==> src/rtl/mesiSnoopPkg.sv <==
package mesiSnoopPkg;
  typedef enum logic [1:0] {LN_I = 2'd0, LN_S = 2'd1, LN_E = 2'd2, LN_M = 2'd3} lineState_t;
  typedef enum logic [1:0] {BC_WB = 2'd0, BC_RD = 2'd1, BC_RDX = 2'd2, BC_UPGR = 2'd3} busCmd_t;
  typedef enum logic [1:0] {CS_IDLE, CS_WAIT, CS_WB, CS_ISSUE} ctlState_t;

  // control -> datapath strobes
  typedef struct packed {
    logic accept;
    logic drvWb;
    logic issue;
  } ctlStrobe_t;

  // datapath -> control status
  typedef struct packed {
    logic needBus;
    logic victimDirty;
  } dpStatus_t;
endpackage

==> src/rtl/mesiLineDatapath.sv <==
module mesiLineDatapath
  import mesiSnoopPkg::*;
#(
  parameter int ADDR_W = 8,
  parameter int LINES  = 4
) (
  input  logic              clk,
  input  logic              rstN,
  input  ctlStrobe_t        strobe,
  output dpStatus_t         status,
  input  logic              reqWrite,
  input  logic [ADDR_W-1:0] reqAddr,
  input  logic              snpValid,
  input  logic [1:0]        snpCmd,
  input  logic [ADDR_W-1:0] snpAddr,
  output logic              snpShared,
  output logic              snpFlush,
  input  logic              busShared,
  output logic              busCmdValid,
  output logic [1:0]        busCmd,
  output logic [ADDR_W-1:0] busAddr
);
  localparam int IDX_W = (LINES > 1) ? $clog2(LINES) : 1;
  localparam int TAG_W = ADDR_W - IDX_W;

  logic [TAG_W-1:0] tagMem [LINES];
  lineState_t       stMem  [LINES];

  logic [ADDR_W-1:0] pAddr;
  logic              pWrite;
  busCmd_t           pendCmd;

  logic [IDX_W-1:0] rIdx, sIdx, pIdx;
  logic [TAG_W-1:0] rTag, sTag, pTag;
  logic             rHit, sHit, sKill;
  lineState_t       rSt, sSt, sNext;

  assign rIdx = reqAddr[IDX_W-1:0];
  assign rTag = reqAddr[ADDR_W-1:IDX_W];
  assign sIdx = snpAddr[IDX_W-1:0];
  assign sTag = snpAddr[ADDR_W-1:IDX_W];
  assign pIdx = pAddr[IDX_W-1:0];
  assign pTag = pAddr[ADDR_W-1:IDX_W];

  // processor-side lookup
  assign rHit = (stMem[rIdx] != LN_I) && (tagMem[rIdx] == rTag);
  assign rSt  = rHit ? stMem[rIdx] : LN_I;

  always_comb begin
    status.needBus     = !rHit || (reqWrite && rSt == LN_S);
    status.victimDirty = (stMem[pIdx] == LN_M) && (tagMem[pIdx] != pTag);
  end

  // bus-side lookup and response
  assign sHit = (stMem[sIdx] != LN_I) && (tagMem[sIdx] == sTag);
  assign sSt  = sHit ? stMem[sIdx] : LN_I;

  always_comb begin
    sNext = sSt;
    case (busCmd_t'(snpCmd))
      BC_RD:            if (sSt != LN_I) sNext = LN_S;
      BC_RDX, BC_UPGR:  sNext = LN_I;
      default:          sNext = sSt;
    endcase
  end

  assign snpShared = snpValid && sHit && (sSt == LN_S || sSt == LN_E);
  assign snpFlush  = snpValid && sHit && (sSt == LN_M);
  assign sKill     = snpValid && sHit &&
                     (busCmd_t'(snpCmd) == BC_RDX || busCmd_t'(snpCmd) == BC_UPGR);

  always_ff @(posedge clk or negedge rstN) begin
    if (!rstN) begin
      for (int i = 0; i < LINES; i++) begin
        stMem[i]  <= LN_I;
        tagMem[i] <= '0;
      end
      pAddr   <= '0;
      pWrite  <= 1'b0;
      pendCmd <= BC_RD;
    end else begin
      if (snpValid && sHit) stMem[sIdx] <= sNext;
      // transient S->M loses its copy: the upgrade becomes a full claim
      if (sKill && pendCmd == BC_UPGR && pAddr == snpAddr) pendCmd <= BC_RDX;
      if (strobe.accept) begin
        pAddr   <= reqAddr;
        pWrite  <= reqWrite;
        pendCmd <= !rHit ? (reqWrite ? BC_RDX : BC_RD) : BC_UPGR;
        if (rHit && reqWrite && rSt != LN_S) stMem[rIdx] <= LN_M;
      end
      if (strobe.issue) begin
        tagMem[pIdx] <= pTag;
        stMem[pIdx]  <= pWrite ? LN_M : (busShared ? LN_S : LN_E);
      end
    end
  end

  assign busCmdValid = strobe.drvWb | strobe.issue;
  assign busCmd      = strobe.drvWb ? BC_WB : pendCmd;
  assign busAddr     = strobe.drvWb ? {tagMem[pIdx], pIdx} : pAddr;


  upgr_from_shared_chk: assert property (@(posedge clk) disable iff (!rstN)
    (busCmdValid && busCmd == BC_UPGR) |-> (stMem[pIdx] == LN_S));


  flush_leaves_m_chk: assert property (@(posedge clk) disable iff (!rstN)
    snpFlush |=> (stMem[$past(sIdx)] != LN_M));


  no_early_dirty_chk: assert property (@(posedge clk) disable iff (!rstN)
    (strobe.accept && status.needBus && reqWrite && rHit) |=> (stMem[$past(rIdx)] != LN_M));
endmodule

==> src/rtl/mesiLineControl.sv <==
module mesiLineControl
  import mesiSnoopPkg::*;
(
  input  logic       clk,
  input  logic       rstN,
  input  logic       reqValid,
  output logic       reqReady,
  output logic       done,
  output logic       busReq,
  input  logic       busGrant,
  input  logic       snpValid,
  input  dpStatus_t  status,
  output ctlStrobe_t strobe
);
  ctlState_t state, nxt;
  logic      accept;

  // a snoop owns the line state for its cycle
  assign reqReady = (state == CS_IDLE) && !snpValid;
  assign accept   = reqValid && reqReady;
  assign busReq   = (state != CS_IDLE);

  always_comb begin
    strobe.accept = accept;
    strobe.drvWb  = (state == CS_WB);
    strobe.issue  = (state == CS_ISSUE);
  end

  always_comb begin
    nxt = state;
    case (state)
      CS_IDLE:  if (accept && status.needBus) nxt = CS_WAIT;
      CS_WAIT:  if (busGrant) nxt = status.victimDirty ? CS_WB : CS_ISSUE;
      CS_WB:    nxt = CS_ISSUE;
      default:  nxt = CS_IDLE;
    endcase
  end

  always_ff @(posedge clk or negedge rstN) begin
    if (!rstN) begin
      state <= CS_IDLE;
      done  <= 1'b0;
    end else begin
      state <= nxt;
      done  <= (accept && !status.needBus) || (state == CS_ISSUE);
    end
  end


  snoop_holds_req_chk: assert property (@(posedge clk) disable iff (!rstN)
    (state == CS_IDLE && snpValid && reqValid) |=> (!done && !busReq));


  no_done_on_request_chk: assert property (@(posedge clk) disable iff (!rstN)
    $rose(busReq) |-> !done);
endmodule

==> src/rtl/mesiSnoopLine.sv <==
module mesiSnoopLine
  import mesiSnoopPkg::*;
#(
  parameter int ADDR_W = 8,
  parameter int LINES  = 4
) (
  input  logic              clk,
  input  logic              rstN,
  input  logic              reqValid,
  input  logic              reqWrite,
  input  logic [ADDR_W-1:0] reqAddr,
  output logic              reqReady,
  output logic              done,
  output logic              busReq,
  input  logic              busGrant,
  output logic              busCmdValid,
  output logic [1:0]        busCmd,
  output logic [ADDR_W-1:0] busAddr,
  input  logic              busShared,
  input  logic              snpValid,
  input  logic [1:0]        snpCmd,
  input  logic [ADDR_W-1:0] snpAddr,
  output logic              snpShared,
  output logic              snpFlush
);
  ctlStrobe_t strobe;
  dpStatus_t  status;

  mesiLineControl u_ctl (
    .clk(clk), .rstN(rstN), .reqValid(reqValid), .reqReady(reqReady),
    .done(done), .busReq(busReq), .busGrant(busGrant), .snpValid(snpValid),
    .status(status), .strobe(strobe)
  );

  mesiLineDatapath #(.ADDR_W(ADDR_W), .LINES(LINES)) u_dp (
    .clk(clk), .rstN(rstN), .strobe(strobe), .status(status),
    .reqWrite(reqWrite), .reqAddr(reqAddr),
    .snpValid(snpValid), .snpCmd(snpCmd), .snpAddr(snpAddr),
    .snpShared(snpShared), .snpFlush(snpFlush), .busShared(busShared),
    .busCmdValid(busCmdValid), .busCmd(busCmd), .busAddr(busAddr)
  );


  cmd_needs_req_chk: assert property (@(posedge clk) disable iff (!rstN)
    busCmdValid |-> busReq);


  grant_to_cmd_chk: assert property (@(posedge clk) disable iff (!rstN)
    (busReq && !busCmdValid && busGrant) |=> busCmdValid);
endmodule

==> config.mk <==
export PLATFORM = sky130hd
export DESIGN_NAME = mesiSnoopLine
export DESIGN_NICKNAME = d
export VERILOG_FILES = /design/src/rtl/mesiSnoopPkg.sv /design/src/rtl/mesiLineDatapath.sv /design/src/rtl/mesiLineControl.sv /design/src/rtl/mesiSnoopLine.sv
export SDC_FILE = /design/constraint.sdc
export NUM_CORES = 1
export LEC_CHECK = 0
export ABC_AREA = 1
export BUFFER_PORTS_ARGS = -buffer_cell sky130_fd_sc_hd__buf_2
export CORE_UTILIZATION = 45
export DETAILED_ROUTE_END_ITERATION = 12
export GPL_TIMING_DRIVEN = 0
export PLACE_DENSITY = 0.6
export SYNTH_ARGS = -nofsm -noshare
export SYNTH_HDL_FRONTEND = slang
export SYNTH_HIERARCHICAL = 1
export SYNTH_SLANG_ARGS = --single-unit
==> constraint.sdc <==
create_clock -name clk -period 6.2 [get_ports clk]
set_input_delay 1.24 -clock clk [delete_from_list [all_inputs] [get_ports clk]]
set_output_delay 1.24 -clock clk [all_outputs]
set_load 0.005 [all_outputs]
=== After elaboration in Yosys (flattened, before gate mapping) ===
Index checks and enable logic that the tools add are counted.

* Input port bits: 25
* Word-level logic and storage cells: 126
* ROM bits: 0
* Output and inout port bits: 16
* RAM bits: 0
* Memories: 0
* Latch bits: 0
* Bits in registers: 46

* Shifts and indexed selects: 0
* Muxes and demuxes: 49
* Bitwise operators: 5
* Div/mod/pow operators: 0
* Equality and inequality tests: 19
* Reductions and logical operators: 34
* Magnitude comparators: 6
* Add/sub/neg operators: 0
* Multipliers: 0

{| class="wikitable"
|+ Operators with widths
! kind !! count
|-
| two-way mux 2 bit || 21
|-
| two-way mux 6 bit || 7
|-
| two-way mux 8 bit || 5
|-
| binary-select mux 6 bit (select 2 bit) || 3
|-
| bitwise mux 24 bit || 1
|-
| logical AND 1 bit || 19
|-
| bitwise mux 8 bit || 2
|-
| == test 2 bit (second input constant) || 8
|-
| binary-select mux 2 bit (select 2 bit) || 3
|-
| demux 2 bit (select 2 bit) || 3
|-
| demux 6 bit (select 2 bit) || 1
|-
| == test 6 bit || 2
|-
| nonzero test 2 bit || 5
|-
| greater-or-equal comparator 3 bit (second input constant) || 3
|-
| less-than comparator 3 x 1 -> 1 bit (second input constant) || 3
|-
| inverter 2 -> 3 bit || 3
|-
| == test 2 x 1 -> 1 bit (second input constant) || 4
|-
| == test 8 bit || 1
|-
| OR 8 bit || 1
|-
| inequality test 6 bit || 1
|-
| case mux 2 bit (3 select lines) || 1
|-
| logical OR 1 bit || 4
|-
| inequality test 2 bit (second input constant) || 2
|-
| case mux 2 bit (2 select lines) || 1
|-
| other kinds (7) || 9
|}

=== Longest topological paths before layout ===
* Depth in word-level cells: 17
* Depth in mapped cells: 19
* Mapped depth without buffers: 18

=== Hierarchy ===
The synthesis kept the hierarchy.

{| class="wikitable"
|+ Modules (own cells, without submodules)
! module !! area each (sq um) !! times used !! seq. area each (sq um) !! cells each
|-
| mesiLineDatapath || 3266.9 || 1 || 1077.3 || 535
|-
| mesiLineControl || 237.7 || 1 || 75.1 || 31
|}

=== Worst setup path after synthesis ===
Ideal clock, no wire load.

* Kind: in2out
* From: in snpAddr[0]
* To: out snpShared
* Data required time: 4.960 ns
* Setup slack: 2.427 ns
* Data arrival time: 2.533 ns
* Path buffers: 1
* Cell stages on the path: 15
* Cells stage by stage: inv_2 buf_6 nand2_1 nand2_1 nand2_1 nand3_1 nand2_1 nor2_2 nand2_1 nor2_4 nand2_2 inv_1 ha_1 inv_1 nor2_1

* Longest elaborated chain between the ends: 10
* Elaborated cells on any way between the ends: 16
* Classes of those cells: 3 x eq/ne; 7 x mux; 1 x bitwise; 5 x reduce/logical

{| class="wikitable"
|+ RTL lines
! item !! line !! source
|-
| start, declared || mesiSnoopLine.sv:22 || <nowiki>input logic [ADDR_W-1:0] snpAddr,</nowiki>
|-
| inverter 2 -> 3 bit (not written as such) * || mesiLineDatapath.sv:55, mesiLineDatapath.sv:56 ||
|-
| binary-select mux 6 bit (select 2 bit) or binary-select mux 2 bit (select 2 bit) (tied branches) || mesiLineDatapath.sv:55, mesiLineDatapath.sv:56 ||
|-
| two-way mux 6 bit (not written as such) or two-way mux 2 bit (tied branches) (2 in series) || mesiLineDatapath.sv:55, mesiLineDatapath.sv:56 ||
|-
| == test 6 bit or nonzero test 2 bit (tied branches) || mesiLineDatapath.sv:55 || <nowiki>assign sHit = (stMem[sIdx] != LN_I) && (tagMem[sIdx] == sTag);</nowiki>
|-
| logical AND 1 bit || mesiLineDatapath.sv:55 ||
|-
| two-way mux 2 bit || mesiLineDatapath.sv:56 || <nowiki>assign sSt = sHit ? stMem[sIdx] : LN_I;</nowiki>
|-
| == test 2 x 1 -> 1 bit or == test 2 bit (tied branches) || mesiLineDatapath.sv:67 || <nowiki>assign snpShared = snpValid && sHit && (sSt == LN_S || sSt == LN_E);</nowiki>
|-
| logical OR 1 bit || mesiLineDatapath.sv:67 ||
|-
| logical AND 1 bit * || mesiLineDatapath.sv:67 ||
|-
| end, declared || mesiSnoopLine.sv:23 || <nowiki>output logic snpShared,</nowiki>
|}

Mark *: on every way between the ends. The rest lies on a longest branch, timed or not. The select of a mux whose other input is x is not followed.

=== Worst setup path in the final report ===
Same ends and word-level chain as after synthesis.

==> results.py <==
metrics = {
    "layout": {
        "final_area_um2": 3940,
        "antennaDiodeCount": 0,
        "post_route_cells_drive_above_1_share_pct": 11.6,
        "finalNetCount": 644,
        "area_growth_syn_to_layout_pct": 12.4,
    },
    "synthesis": {
        "ys_async_sr_fraction_pct": 100,
        "synth_compound_area_share_pct": 11.9,
        "synth_xor_area_share_pct": 1.75,
        "synth_area_um2": 3500,
        "synth_top_area_share_pct": 32.1,
        "ys_types": 33,
        "synthMuxAreaShare_pct": 0,
        "syn_avg_cell_area_um2": 6.19,
        "yosys.area_share.simple_pct": 40.1,
        "yosysTopAreaCell": "dfrtp_1",
        "synth_seq_cells": 46,
        "ys.flop_type": "dfrtp_1",
        "synth_top_family_by_area": "simple AND/OR/NAND/NOR gates",
        "yosysSeqAreaShare_pct": 32.9,
        "synth.yosys.warnings": 6,
        "syn_inst": 566,
        "yosys-top-cells-area": "dfrtp_1 32%, nand2_1 24%, inv_1 8.1%",
        "synth_nets": 598,
        "synth-adder-area-share_pct": 2.50,
        "synth_edf_count": 0,
    },
    "sta": {
        "tns_ns": 0,
        "fmax_mhz": 232,
        "slew_violations": 0,
        "rsz0062_at_grt": "no",
        "max_slew_margin_pct": 28.0,
        "hold_viol": 0,
        "fin_crit_sh_pct": 69.6,
        "finClkSkew_ns": 0.00872,
        "finalSetupViolCount": 0,
        "layout_min_cycle_time_ns": 4.32,
        "worst_pin_slew_ns": 1.08,
    },
    "drt": {
        "dr_total_vias": 3735,
        "ant_nets": 0,
        "vias_per_cell": 5.25,
        "drt_iter0_drc": 264,
        "first_pass_iters": 5,
        "drc": 0,
        "wirelength_um": 10700,
        "wire_per_inst_um": 15.1,
    },
    "clock_network": {
        "cts-hold-fix-buffers": 0,
        "cts_buffers": 5,
        "cts_tree": "done",
        "clk_path_buf_depth": 2,
        "htree_levels": 2,
        "cts-resized-gates": 0,
        "cts_sinks": 46,
        "clock-root-buffer": "clkbuf_8",
        "cts_setup_buffers": 0,
        "clkLatencyLatePin_ns": 0.31,
        "path_clk_slew_ns": 0.09,
    },
    "min_path": {
        "hp-class": "reg -> reg",
        "min_from": "u_dp/pendCmd[0]",
    },
    "grt": {
        "grt_first_pass_wirelength_um": 17400,
        "grt_pass1_vias": 3328,
        "overflow": 0,
        "grt_usage_pct": 27.5,
        "grt_max_degree": 47,
        "grt_antenna_before_repair": 0,
    },
    "floorplanning": {
        "initial_core_util_pct": 47.3,
        "rows": 31,
        "fp.coreArea_um2": 7410,
        "die_x_um": 90.3,
        "die-area_um2": 8150,
        "io_pins": 41,
        "die_h_um": 90.3,
    },
    "critical_path": {
        "cp.required_ns": 4.96,
        "crit_start": "snpAddr[0]",
        "cp_max_fo": 10,
        "cp-end-kind": "output pin",
        "startpoint_type": "primary input",
        "r2r_start": "u_dp/tagMem[8]",
        "path_class": "in -> out",
        "cp.arrival_ns": 3.08,
    },
    "power": {
        "power_leakage_uw": 0.00215,
        "ir_drop_uv": 209,
        "total_power_uw": 1660,
        "power_density_nw_per_um2": 422,
    },
    "placed_design": {
        "place_hpwl_um": 8310,
        "io_buffer_count": 39,
        "gp_congestion": 0.901,
        "place_area_um2": 3820,
    },
    "flow_run": {
        "drv_cap": 0,
    },
    "run_status": {
        "status": "finished clean",
    },
}
## worst paths after layout
| kind | slack [ns] | to | cells after the start |
|---|---|---|---|
| worst max register to register | 3.80 | u_dp/stMem[3] | 17 |
| worst max-delay path | 1.88 | snpShared | 15 |
| worst min-delay path | 0.52 | u_dp/pendCmd[0] | 2 |
| min in group asynchronous | 1.12 | u_dp/tagMem[15] | 1 |
| max in group asynchronous | 4.41 | u_ctl/state[0] | 1 |
| worst min register to register | 0.52 | u_dp/pendCmd[0] | 2 |
## logic make-up (layout without fill, tap and decap cells)
group / count (synthesis) / after routing
AO/OA/AOI/OAI: 71 / 71
buffers and inverters: 94 / 141
flip-flops: 46 / 46
AND/OR/NAND/NOR: 341 / 341
XOR/XNOR: 7 / 7
adder cells (fa/ha/maj): 7 / 7
## layout make-up
| cell class | instances | area [um^2] |
|---|---|---|
| buffer | 14 | 83.8 |
| clock buffer | 5 | 68.8 |
| clock inverter | 3 | 45.0 |
| fill | 821 | 3470 |
| inverter | 80 | 300 |
| multi-input combinational | 426 | 1970 |
| sequential | 46 | 1150 |
| tap | 99 | 124 |
| timing repair buffer | 39 | 195 |
## layout by cell type, fill, tap and decap left out, types with 7 or more instances in the layout
master,synthesis,layout
nand2_1,221,221
a22oi_1,9,9
nor2_1,62,62
xor2_1,7,7
buf_2,4,43
inv_1,76,76
ha_1,7,7
nand3_1,28,28
dfrtp_1,45,45
o21ai_0,48,48
nand4_1,10,10
## synthesized netlist by cell type, types with 4 or more instances
master,number
nand2_1,221
inv_1,76
nor2_1,62
o21ai_0,48
dfrtp_1,45
nand3_1,28
nand4_1,10
a22oi_1,9
ha_1,7
xor2_1,7
nand3b_1,6
buf_4,5
buf_2,4
o221ai_1,4
## layer usage
layer	GRT usage (%)	vias to the layer above	routed length, um
met5	0	-	0
met4	6.59	0	117
met3	4.12	9	795
met2	40.4	159	4560
met1	42.1	1702	5270
li1	-	1865	-
## power by group
part | leakage, uW | total (uW) | internal, uW | switching [uW]
registers | 0.000561 | 598 | 434 | 164
logic | 0.00154 | 834 | 307 | 526
clock network | 0.0000504 | 232 | 120 | 112
total | 0.00215 | 1660 | 861 | 802
## state kept, by name, indices dropped and copies added, names as in the netlist
name	count
u_ctl/done	1
u_dp/pendCmd	2
u_dp/pAddr	8
u_ctl/state	2
u_dp/tagMem	24
u_dp/stMem	8
u_dp/pWrite	1
## critical path, cell delays in order
cell and delay, ns:
buf_2 0.11, buf_2 0.19, nor2_1 0.26, nand2_1 0.09
nand2_1 0.09, nor2_1 0.05, nand2_1 0.08, nand3_1 0.12
nor2_4 0.19, nand2_2 0.13, inv_1 0.08, ha_1 0.22
inv_1 0.05, nor2_1 0.03, buf_2 0.13
## through the flow
stage               setup slack [ns]  hold WS (ns)  std cells  util [%]
finish                          1.88         0.522        712      53.1
global route                    1.63         0.571        712      53.1
CTS                             1.89         0.525        712      53.1
detailed placement              1.89         0.510        704      51.6
global placement                1.91         0.511        704      51.6
floorplan                       2.43         0.475        566         -
(Power assumes the default switching activity.)
